### config.mk
export PLATFORM = sky130hd
export DESIGN_NAME = llsc_monitor
export DESIGN_NICKNAME = d
export VERILOG_FILES = /design/src/rtl/llsc_monitor.sv
export SDC_FILE = /design/constraint.sdc
export NUM_CORES = 1
export LEC_CHECK = 0
export ABC_AREA = 1
export BUFFER_PORTS_ARGS = -buffer_cell sky130_fd_sc_hd__buf_2
export CAP_MARGIN = 15
export CORE_AREA = 2 2 185 187
export CTS_CLUSTER_SIZE = 12
export DETAILED_ROUTE_END_ITERATION = 7
export DIE_AREA = 0 0 187 189
export GPL_TIMING_DRIVEN = 1
export PLACE_DENSITY = 0.81
export RECOVER_POWER = 50
export SLEW_MARGIN = 30
export SYNTH_ARGS = -nofsm -noshare
export SYNTH_HDL_FRONTEND = slang
export SYNTH_SLANG_ARGS = --single-unit
### constraint.sdc
create_clock -name clk -period 4.35 [get_ports clk]
set_clock_uncertainty 0.15 [all_clocks]
set_input_delay 0.2175 -clock clk [delete_from_list [all_inputs] [get_ports clk]]
set_output_delay 0.2175 -clock clk [all_outputs]
set_load 0.02 [all_outputs]
### src/rtl/llsc_monitor.sv
module llsc_monitor #(
  parameter int NCTX        = 4,
  parameter int AW          = 32,
  parameter int BLK_BITS    = 4,
  parameter int CW          = 32,
  parameter int WARN_PERIOD = 100000,
  localparam int CTXW = (NCTX > 1) ? $clog2(NCTX) : 1,
  localparam int PW   = (WARN_PERIOD > 1) ? $clog2(WARN_PERIOD) : 1
) (
  input  logic               clk,
  input  logic               rst_n,
  input  logic               req_valid,
  input  logic [CTXW-1:0]    req_ctx,
  input  logic [AW-1:0]      req_addr,
  input  logic               req_locked,
  input  logic               req_write,
  input  logic               req_uncached,
  output logic               sc_valid,
  output logic               sc_result,
  output logic               commit_en,
  output logic [NCTX*CW-1:0] fail_count,
  output logic [NCTX-1:0]    warn
);

  logic [NCTX-1:0] lock_flag;
  logic [AW-1:0]   lock_addr [NCTX];

  wire is_ll  = req_valid & ~req_write & req_locked;
  wire is_sc  = req_valid &  req_write & req_locked;
  wire is_st  = req_valid &  req_write & ~req_locked;
  wire own_fl = lock_flag[req_ctx];
  wire own_eq = lock_addr[req_ctx][AW-1:BLK_BITS] == req_addr[AW-1:BLK_BITS];
  wire sc_ok  = own_fl & own_eq;
  wire sc_bad = sc_valid & ~sc_ok;

  assign sc_valid  = is_sc & ~req_uncached;
  assign sc_result = sc_valid & own_fl;
  assign commit_en = is_st | (is_sc & (req_uncached | sc_ok));

  for (genvar c = 0; c < NCTX; c++) begin : g_ctx
    logic [CW-1:0] cnt;
    logic [PW-1:0] phase;
    wire sel = req_ctx == CTXW'(c);
    wire hit = lock_addr[c][AW-1:BLK_BITS] == req_addr[AW-1:BLK_BITS];

    always_ff @(posedge clk) begin
      if (!rst_n) begin
        lock_flag[c] <= 1'b0;
        lock_addr[c] <= '0;
      end else if (is_ll && sel) begin
        lock_flag[c] <= 1'b1;
        lock_addr[c] <= req_addr;
      end else if ((commit_en && hit) || (sc_bad && sel)) begin
        lock_flag[c] <= 1'b0;
      end
    end

    always_ff @(posedge clk) begin
      if (!rst_n) begin
        cnt     <= '0;
        phase   <= '0;
        warn[c] <= 1'b0;
      end else begin
        warn[c] <= 1'b0;
        if (sc_bad && sel) begin
          cnt <= cnt + CW'(1);
          if (phase == PW'(WARN_PERIOD - 1)) begin
            phase   <= '0;
            warn[c] <= 1'b1;
          end else begin
            phase <= phase + PW'(1);
          end
        end else if (is_sc && commit_en && sel) begin
          cnt   <= '0;
          phase <= '0;
        end
      end
    end

    assign fail_count[c*CW +: CW] = cnt;
  end

endmodule


After elaboration in Yosys (flattened, before gate mapping)
Memories as Yosys holds them, arrays and structs flattened.
Cells that the tools add are included.
{ "op_classes": {"shifts": 0, "reduce_logical": 34, "addsub": 8, "div_mod_pow": 0, "multipliers": 0, "eq_ne": 12, "muxes": 51, "n_bitwise": 20, "order_cmp": 1} }
{ "ops": {"columns": ["cell", "count"], "rows": [
  ["$mux W32", 12],
  ["$mux W17", 12],
  ["$eq A28 B28 Y1", 5],
  ["$add A32 B1 Y32 const B", 4],
  ["$add A17 B1 Y17 const B", 4],
  ["$eq A17 B17 Y1 const B", 4],
  ["$mux W1", 26],
  ["$logic_and A1 B1 Y1", 17],
  ["$reduce_bool A2 Y1", 8],
  ["$and A1 B1 Y1", 10],
  ["$reduce_and A2 Y1", 4],
  ["$or A1 B1 Y1", 6],
  ["$eq A2 B2 Y1 const B", 2],
  ["$logic_or A1 B1 Y1", 4],
  ["$not A1 Y1", 4],
  ["$lt A2 B3 Y1 const B", 1],
  ["$bmux W1 S2", 1],
  ["$eq A2 B1 Y1 const B", 1],
  ["$logic_not A2 Y1", 1]
]} }
{ "totals": {"inputBits": 40, "wordCells": 143, "n_memories": 1, "reg_bits": 204, "output_inout_bits": 135, "romBits": 0, "latch_bits": 0, "ramBits": 128} }
{ "memory_table": {"columns": ["name", "depth", "word_bits", "rd", "rd_clocked_by_memory_dff", "write_ports", "line", "text"], "rows": [
  ["lock_addr", 4, 32, 5, 0, 4, "26", "logic [AW-1:0] lock_addr [NCTX];"]
]} }

Depth between registers and ports, before layout
Gate-level depths: netlist (run 1).
{ "depth": {"word_depth": 10, "depth_mapped": 19, "depth_no_buf": 17} }

Worst setup path before layout (run 1)
Ideal clock, no wire load.
{ "synth_path": {"path_type": "input to register", "start": "in req_ctx[1]", "end": "mem lock_addr[0][10] (enable)", "slack_ps": 894, "n_path_buf": 3, "t_arrival_ps": 2850, "required_ps": 3744, "setup_ps": 456, "cell_stages": 4, "cell_sequence": "buf_2 buf_4 buf_4 o31ai_1"} }
{ "synth_rtl": {"columns": ["item", "line", "text"], "rows": [
  ["start: declaration", "13", "input logic [CTXW-1:0] req_ctx,"],
  ["end: declaration", "26", null]
]} }

Final worst setup path (run 1)
{ "layout_path": {"start": "in req_ctx[0]", "end": "out commit_en"} }
{ "layout_via": {"elab_chain_cells": 6, "elab_cells_between_ends": 8, "cone_classes": "eq/ne: 1; mux: 2; bitwise: 4; memory: 1"} }
{ "layout_lines": {"columns": ["item", "line", "text"], "rows": [
  ["$mem_v2 Z4 W32 / $bmux W1 S2 (equally long branches)", null, null],
  ["$eq A28 B28 Y1 / $mux W1 (equally long branches)", "32, 31", null],
  ["$and A1 B1 Y1 *", "33", "wire sc_ok = own_fl & own_eq;"],
  ["$or A1 B1 Y1 *", "38", "assign commit_en = is_st | (is_sc & (req_uncached | sc_ok));"],
  ["$and A1 B1 Y1 *", "38", null],
  ["$or A1 B1 Y1 *", "38", null],
  ["end: declaration", "20", "output logic commit_en,"]
]} }
Mark *: on every way between the ends. The rest lies on a longest branch, timed or not. The select of a mux whose other input is x is not followed.

==> impl_metrics.yaml, run 1 <==
outcome:
  status: "finished, violations left"
  violations: "capacitance limit, slew limit"
clock_network:
  clock_tree_from_tritoncts: "done"
  cts_sinks: 316
  worst_setup_hold_path_clk_slew_ns: 0.06
  cts_h_tree_depth: 2
  cts_buffer_depth: 3
  cts_inserted_buffers: 37
  root_buf_cell: "sky130_fd_sc_hd__clkbuf_16"
  clk-insertion-delay-late_ns: 0.53
pwr:
  p_per_area_nw_per_um2: 311
  report.power.total_mw: 6.87
  power.ir.vdd_worst_mv: 0.268
  power_leakage_nw: 8.76
timing:
  period_minus_slack_ns: 3.63
  hold-worst-slack_ns: 0.0373
  slew_violations: 37
  final-hold-violation-count: 0
  unrepaired_setup_endpoints_after_global_routing: "false"
  fmax_mhz: 276
  maxSlewHeadroom: -0.666
  setup_slack_ns: 0.722
  worst_slew_pin_slew_ns: 2.48
  setup-violations-final: 0
  post-route-period-util: 0.834
  final_setup_tns_ns: 0
critical_path:
  timing.critical_path.fanout_max: 53
  timing.setup.critical_path_class: "input pin to output pin"
  reg2reg_depth: 14
  setup.worst_path.start_class: "input pin"
  endpoint_kind: "output pin"
  critical_path_required_ns: 3.98
  worst-endpoint-arrival_ns: 3.26
  rrSetupSlack_ns: 1.62
  critical_path.reg2reg.endpoint: "g_ctx[1].cnt[29]"
  rr_startpoint: "lock_addr[3][8]"
floorplanning:
  fp-row-count: 67
  die_w_um: 187
  design.die.area_um2: 35300
  floorplan.io_pins: 175
  initial_core_util: 0.606
  die_height_um: 189
  design.core.area_um2: 33300
placed_design:
  place_worst_setup_slack_ns: 0.939
  gp_congestion: 1.01
  io_buffers: 170
  place_hpwl_mm: 40.2
grt:
  grt_max_degree: 78
  remaining_global_route_overflow: 0
  first_global_vias: 19000
  number_of_antenna_violations_at_the_first_check_in_global_routing: 3
  global_route.usage.total: 0.326
  grt_first_pass_wirelength_mm: 95.6
synth:
  synthMostInstantiatedCell: "sky130_fd_sc_hd__nand2_1"
  synth.net_count: 3006
  synth_area_leaders: "sky130_fd_sc_hd__dfxtp_1, sky130_fd_sc_hd__edfxtp_1, sky130_fd_sc_hd__nand2_1, sky130_fd_sc_hd__nand4_1, sky130_fd_sc_hd__inv_1"
  synthArstFlopShare: 0
  mappedNetlistArea_um2: 20200
  syn-instance-count: 2958
  synth.ff_latch_count: 316
  synth_top_cell_area_share: 0.203
  synthDistinctLibCells: 38
  synth_area_per_cell_um2: 6.81
  synthTopCellsByCount: "sky130_fd_sc_hd__nand2_1, sky130_fd_sc_hd__inv_1, sky130_fd_sc_hd__nor2_1"
  synth-edff-count: 112
  seq_area_frac_synth: 0.370
  ys.flop_type: "sky130_fd_sc_hd__dfxtp_1"
  synth_area_leader_cell: "sky130_fd_sc_hd__dfxtp_1"
  yosys_warnings: 0
route:
  first_iter_violations: 2121
  wl_per_cell_um: 16.8
  routed_via_density: 5.84
  drt_pre_antenna_iters: 8
  drtAntennaViolNets: 0
  detailroute.via_count: 20500
  finalWirelength_mm: 59.0
  drc: 0
min_path:
  min_to: "lock_addr[0][23]"
  hp-class: "input pin to flip-flop"
  holdCritStartpoint: "req_addr[23]"
  min_delay_path_depth: 3
layout:
  area.growth.synth_to_final_pct: 9.54
  post-route-util: 0.663
  fin_nets: 3081
  drive_gt1_frac: 0.0464
flow_run:
  cap_viol_max_count: 2
-- kinds of logic (layout without fill, tap and decap cells) --
kind of cell / Yosys count / count (layout) / synth area share
simple gates: 1675 / 1675 / 0.369
buf+inv: 506 / 610 / 0.105
flops: 316 / 316 / 0.370
compound gates: 248 / 248 / 0.0628
xor+xnor: 205 / 205 / 0.0891
fa+ha+maj: 8 / 8 / 0.00497
other cells: 0 / 3 / 0
-- final cells by class --
| cell class | instances | area [um2] |
|---|---|---|
| timing repair buffer | 203 | 957 |
| fill | 3019 | 11200 |
| clock inverter | 9 | 72.6 |
| sequential | 316 | 7450 |
| tap | 448 | 561 |
| multi-input combinational | 2136 | 10600 |
| antenna | 3 | 7.51 |
| inverter | 339 | 1280 |
| clock buffer | 59 | 1150 |
-- flip-flops by register name, summed over array words and instances, names as in the netlist --
register,count
lock_flag,4
g_ctx.phase,68
g_ctx.cnt,128
warn,4
lock_addr,112
-- worst max-delay path, cell delays in order --
cell and delay (ns):
sky130_fd_sc_hd__clkbuf_1 0.77, sky130_fd_sc_hd__inv_4 0.48, sky130_fd_sc_hd__nand2_1 0.37, sky130_fd_sc_hd__nor2_1 0.07, sky130_fd_sc_hd__nor2_1 0.13, sky130_fd_sc_hd__nand3_1 0.08
sky130_fd_sc_hd__nand2_1 0.12, sky130_fd_sc_hd__nand2_1 0.06, sky130_fd_sc_hd__nor2_1 0.15, sky130_fd_sc_hd__nand2_1 0.07, sky130_fd_sc_hd__nor2_1 0.10, sky130_fd_sc_hd__nand2_1 0.09
sky130_fd_sc_hd__a21oi_1 0.25, sky130_fd_sc_hd__buf_2 0.22
-- report_power, final --
group / total, mW / internal, mW / leakage [nW] / switching, mW
registers: 3.17 / 3.13 / 2.72 / 0.0482
logic: 0.555 / 0.161 / 5.44 / 0.395
clock network: 3.14 / 1.88 / 0.607 / 1.26
total: 6.87 / 5.16 / 8.76 / 1.71
-- metrics by stage --
stage,cells,cell area [um2]
after floorplan,2958,20200
after detailed placement,3441,21100
after global routing,3513,22100
final,3513,22100
after CTS,3510,22300
after global placement,3441,21100
-- layer usage --
| metal | up-vias | track usage | share of wire |
|---|---|---|---|
| li1 | 9850 | - | - |
| met1 | 9521 | 0.444 | 0.42 |
| met2 | 992 | 0.515 | 0.45 |
| met3 | 149 | 0.0545 | 0.10 |
| met4 | 0 | 0.137 | 0.034 |
| met5 | - | 0 | 0 |
-- timing repair --
item                                    4_1_cts  5_1_grt
endpoints found under the hold margin         1        0
gates resized for setup                       0        0
buffers inserted                              0        0
hold buffers                                  1        0
endpoints found under the setup margin        0        0
-- placed cells by master (no fill, tap or decap), types with 35 or more instances in the layout --
cell and count:
sky130_fd_sc_hd__nor2_1 312, sky130_fd_sc_hd__nor4_1 44, sky130_fd_sc_hd__nor3_1 93, sky130_fd_sc_hd__xnor2_1 88, sky130_fd_sc_hd__nand2_1 806, sky130_fd_sc_hd__nand4_1 256, sky130_fd_sc_hd__buf_2 35, sky130_fd_sc_hd__o21ai_0 39
sky130_fd_sc_hd__dfxtp_1 204, sky130_fd_sc_hd__clkbuf_1 148, sky130_fd_sc_hd__nand3_1 132, sky130_fd_sc_hd__edfxtp_1 112, sky130_fd_sc_hd__xor2_1 117, sky130_fd_sc_hd__a21oi_1 197, sky130_fd_sc_hd__inv_1 333, sky130_fd_sc_hd__clkbuf_16 40
-- how the worst max path moves through the flow --
stage                          start          endpoint  cells past startpoint
after floorplan           req_ctx[1]  lock_addr[0][10]                      4
after global placement    req_ctx[0]  g_ctx[1].cnt[28]                     16
after detailed placement  req_ctx[0]  g_ctx[1].cnt[15]                     16
after CTS                 req_ctx[0]         commit_en                     15
after global routing      req_ctx[0]   g_ctx[3].cnt[2]                     15
final                     req_ctx[0]         commit_en                     14
Note: power is estimated with default switching activity, not from simulation.
==> run 2: changes to the inputs <==
--- a/config.mk
+++ b/config.mk
@@ -8,12 +8,12 @@
 export ABC_AREA = 1
 export BUFFER_PORTS_ARGS = -buffer_cell sky130_fd_sc_hd__buf_2
 export CAP_MARGIN = 15
-export CORE_AREA = 2 2 185 187
+export CORE_AREA = 2 2 195 197
 export CTS_CLUSTER_SIZE = 12
 export DETAILED_ROUTE_END_ITERATION = 7
-export DIE_AREA = 0 0 187 189
+export DIE_AREA = 0 0 197 199
 export GPL_TIMING_DRIVEN = 1
-export PLACE_DENSITY = 0.81
+export PLACE_DENSITY = 0.77
 export RECOVER_POWER = 50
 export SLEW_MARGIN = 30
 export SYNTH_ARGS = -nofsm -noshare
==> constraint.sdc (replaced) <==
create_clock -name clk -period 3.3 [get_ports clk]
set_clock_uncertainty 0.15 [all_clocks]
set_input_delay 0.165 -clock clk [delete_from_list [all_inputs] [get_ports clk]]
set_output_delay 0.165 -clock clk [all_outputs]
set_load 0.02 [all_outputs]
==> impl_metrics.yaml, run 2 (synthesized netlist as in run 1, its figures left out) <==
outcome:
  violations: "capacitance limit, slew limit"
  status: "finished, violations left"
critical_path:
  endpoint_kind: "output pin"
  cpPeakStageDelay_ns: 0.41
  timing.critical_path.cells: "nand2_1 -> nand2_1 -> nand2_1 -> nand2_1 -> nand2_1 -> nand2_1 -> inv_1 -> nand2_1 -> nor2_1 -> nand2_1 -> nor2_1 -> nand2_1 -> a21oi_1 -> buf_2"
  crit_top_cell: "sky130_fd_sc_hd__nand2_1"
  worst-endpoint-arrival_ns: 2.48
  timing.setup.critical_path_class: "flip-flop to output pin"
  setup.worst_path.start_class: "flip-flop"
  timing.critical_path.max_delay_family: "simple AND/OR/NAND/NOR gates"
  critical_path_required_ns: 2.98
  critical_path.n_buffers_inverters: 2
  worst_path_max_delay_cell: "sky130_fd_sc_hd__edfxtp_1"
  timing.critical_path.fanout_max: 3
floorplanning:
  design.die.area_um2: 39200
  design.core.area_um2: 37100
  initial_core_util: 0.543
  die_w_um: 197
  die_height_um: 199
  fp-row-count: 71
  floorplan.io_pins: 175
pwr:
  p_per_area_nw_per_um2: 414
  power.share.sequential: 0.448
  portion_of_total_power_attributed_to_the_clock_network: 0.469
  power.ir.vdd_worst_mv: 0.436
  netsw_mw: 2.33
  power_leakage_nw: 8.94
  power_report.internal_total_mw: 7.00
  p_comb_frac: 0.083
  switching_share: 0.250
clock_network:
  post_cts_resized: 0
  clock_tree_from_tritoncts: "done"
  cts.repair_timing.setup_buffer_count: 0
  cts_buffer_depth: 3
  worst_setup_hold_path_clk_slew_ns: 0.06
  cts_sinks: 316
  cts.hold.buffers_added: 27
  clk-insertion-delay-late_ns: 0.56
  cts_h_tree_depth: 2
  root_buf_cell: "sky130_fd_sc_hd__clkbuf_16"
  cts_inserted_buffers: 38
timing:
  setup-violations-final: 0
  final_setup_tns_ns: 0
  unrepaired_setup_endpoints_after_global_routing: "false"
  period_minus_slack_ns: 2.79
  hold-worst-slack_ns: 0.0363
  worst_slew_pin_slew_ns: 1.76
  post-route-period-util: 0.846
  final-hold-violation-count: 0
  fmax_mhz: 358
  slew_violations: 9
  maxSlewHeadroom: -0.184
route:
  routed_via_density: 5.74
  detailroute.via_count: 20500
  wl_per_cell_um: 16.5
  drt_pre_antenna_iters: 6
  drtAntennaViolNets: 0
  finalWirelength_mm: 58.9
  first_iter_violations: 1859
  drc: 0
layout:
  largest_register: "g_ctx.cnt"
  multi_input_area_um2: 10600
  final_common_cell: "sky130_fd_sc_hd__nand2_1"
  fillCellCount: 3472
  final_cell_mix: "sky130_fd_sc_hd__nand2_1, sky130_fd_sc_hd__inv_1, sky130_fd_sc_hd__nor2_1"
  largest_register_ffs: 128
  fin_nets: 3109
  ff_latch_area_um2: 7450
  drive_gt1_frac: 0.0495
  biggestRegsByFlops: "g_ctx.cnt (128), lock_addr (112), g_ctx.phase (68)"
  area.growth.synth_to_final_pct: 11.8
grt:
  grt_max_degree: 119
  first_global_vias: 19100
  grt_first_pass_wirelength_mm: 94.7
  remaining_global_route_overflow: 0
  global_route.usage.total: 0.294
  number_of_antenna_violations_at_the_first_check_in_global_routing: 1
placed_design:
  place_hpwl_mm: 39.2
  io_buffers: 170
  gp_congestion: 0.975
min_path:
  hp-class: "input pin to flip-flop"
flow_run:
  cap_viol_max_count: 1
run 2: cell count changes in the layout (fill, tap and decap cells not counted), moves of 2 or more:
cell                            change
sky130_fd_sc_hd__dlygate4sd3_1     +26
sky130_fd_sc_hd__buf_4              -8
sky130_fd_sc_hd__buf_12             +5
sky130_fd_sc_hd__clkbuf_1           -5
sky130_fd_sc_hd__clkinv_2           +4
sky130_fd_sc_hd__buf_2              +2
sky130_fd_sc_hd__clkbuf_16          +2
sky130_fd_sc_hd__diode_2            -2
sky130_fd_sc_hd__nor2_1             -2
sky130_fd_sc_hd__nor2_4             +2
run 2: power by group through the flow:
stage | Sequential (mW) | Clock, mW | Combinational [mW]
2_1_floorplan | 4.25 | 0 | 0.517
3_3_place_gp | 4.26 | 0 | 0.714
3_5_place_dp | 4.26 | 0 | 0.727
4_1_cts | 4.18 | 4.45 | 0.758
5_1_grt | 4.19 | 4.59 | 0.833
6_report | 4.18 | 4.38 | 0.770
run 2: metrics by stage:
step | worst slack (ns) | instances | cell area [um2] | power, mW | util
finish | 0.507 | 3565 | 22500 | 9.33 | 0.607
global route | 0.341 | 3565 | 22500 | 9.61 | 0.607
CTS | 0.512 | 3564 | 22700 | 9.39 | 0.612
detailed placement | 0.419 | 3468 | 21200 | 4.99 | 0.570
global placement | 0.468 | 3468 | 21200 | 4.97 | 0.570
floorplan | 0.123 | 2958 | 20200 | 4.77 | -
run 2: worst register-to-register path: stages (launching register included):
cell and delay, ns:
sky130_fd_sc_hd__dfxtp_1 0.41, sky130_fd_sc_hd__ha_1 0.26, sky130_fd_sc_hd__nand2_1 0.07, sky130_fd_sc_hd__nor2_1 0.13
sky130_fd_sc_hd__nand2_1 0.10, sky130_fd_sc_hd__nor3_1 0.32, sky130_fd_sc_hd__nand2_1 0.12, sky130_fd_sc_hd__nor2_1 0.17
sky130_fd_sc_hd__nand2_1 0.09, sky130_fd_sc_hd__nor2_1 0.17, sky130_fd_sc_hd__nand2_1 0.15, sky130_fd_sc_hd__o31ai_1 0.26
sky130_fd_sc_hd__nand2_1 0.08, sky130_fd_sc_hd__a21oi_1 0.12
run 2: final cells by class:
class | count | share of cell area
multi-input cells | 2136 | 0.471
flip-flops and latches | 316 | 0.331
inverters | 339 | 0.0568
repair buffers | 230 | 0.0567
clock buffers | 55 | 0.0524
well taps | 474 | 0.0263
clock inverters | 14 | 0.00561
diodes | 1 | 0.000111
run 2: final timing paths:
| path | start | slack, ns | cells after the start | endpoint |
|---|---|---|---|---|
| setup / recovery | lock_addr[0][31] | 0.51 | 14 | commit_en |
| hold reg to reg | g_ctx[0].phase[14] | 0.33 | 2 | g_ctx[0].phase[14] |
| hold / removal | req_addr[9] | 0.04 | 3 | lock_addr[3][9] |
| setup reg to reg | g_ctx[1].cnt[0] | 0.64 | 13 | g_ctx[1].cnt[22] |
run 2: layer usage:
metal,global-route usage,vias to the layer above,share of wire
met5,0,-,0
met4,0.106,0,0.029
met3,0.0393,133,0.081
met2,0.489,903,0.47
met1,0.391,9534,0.42
li1,-,9901,-
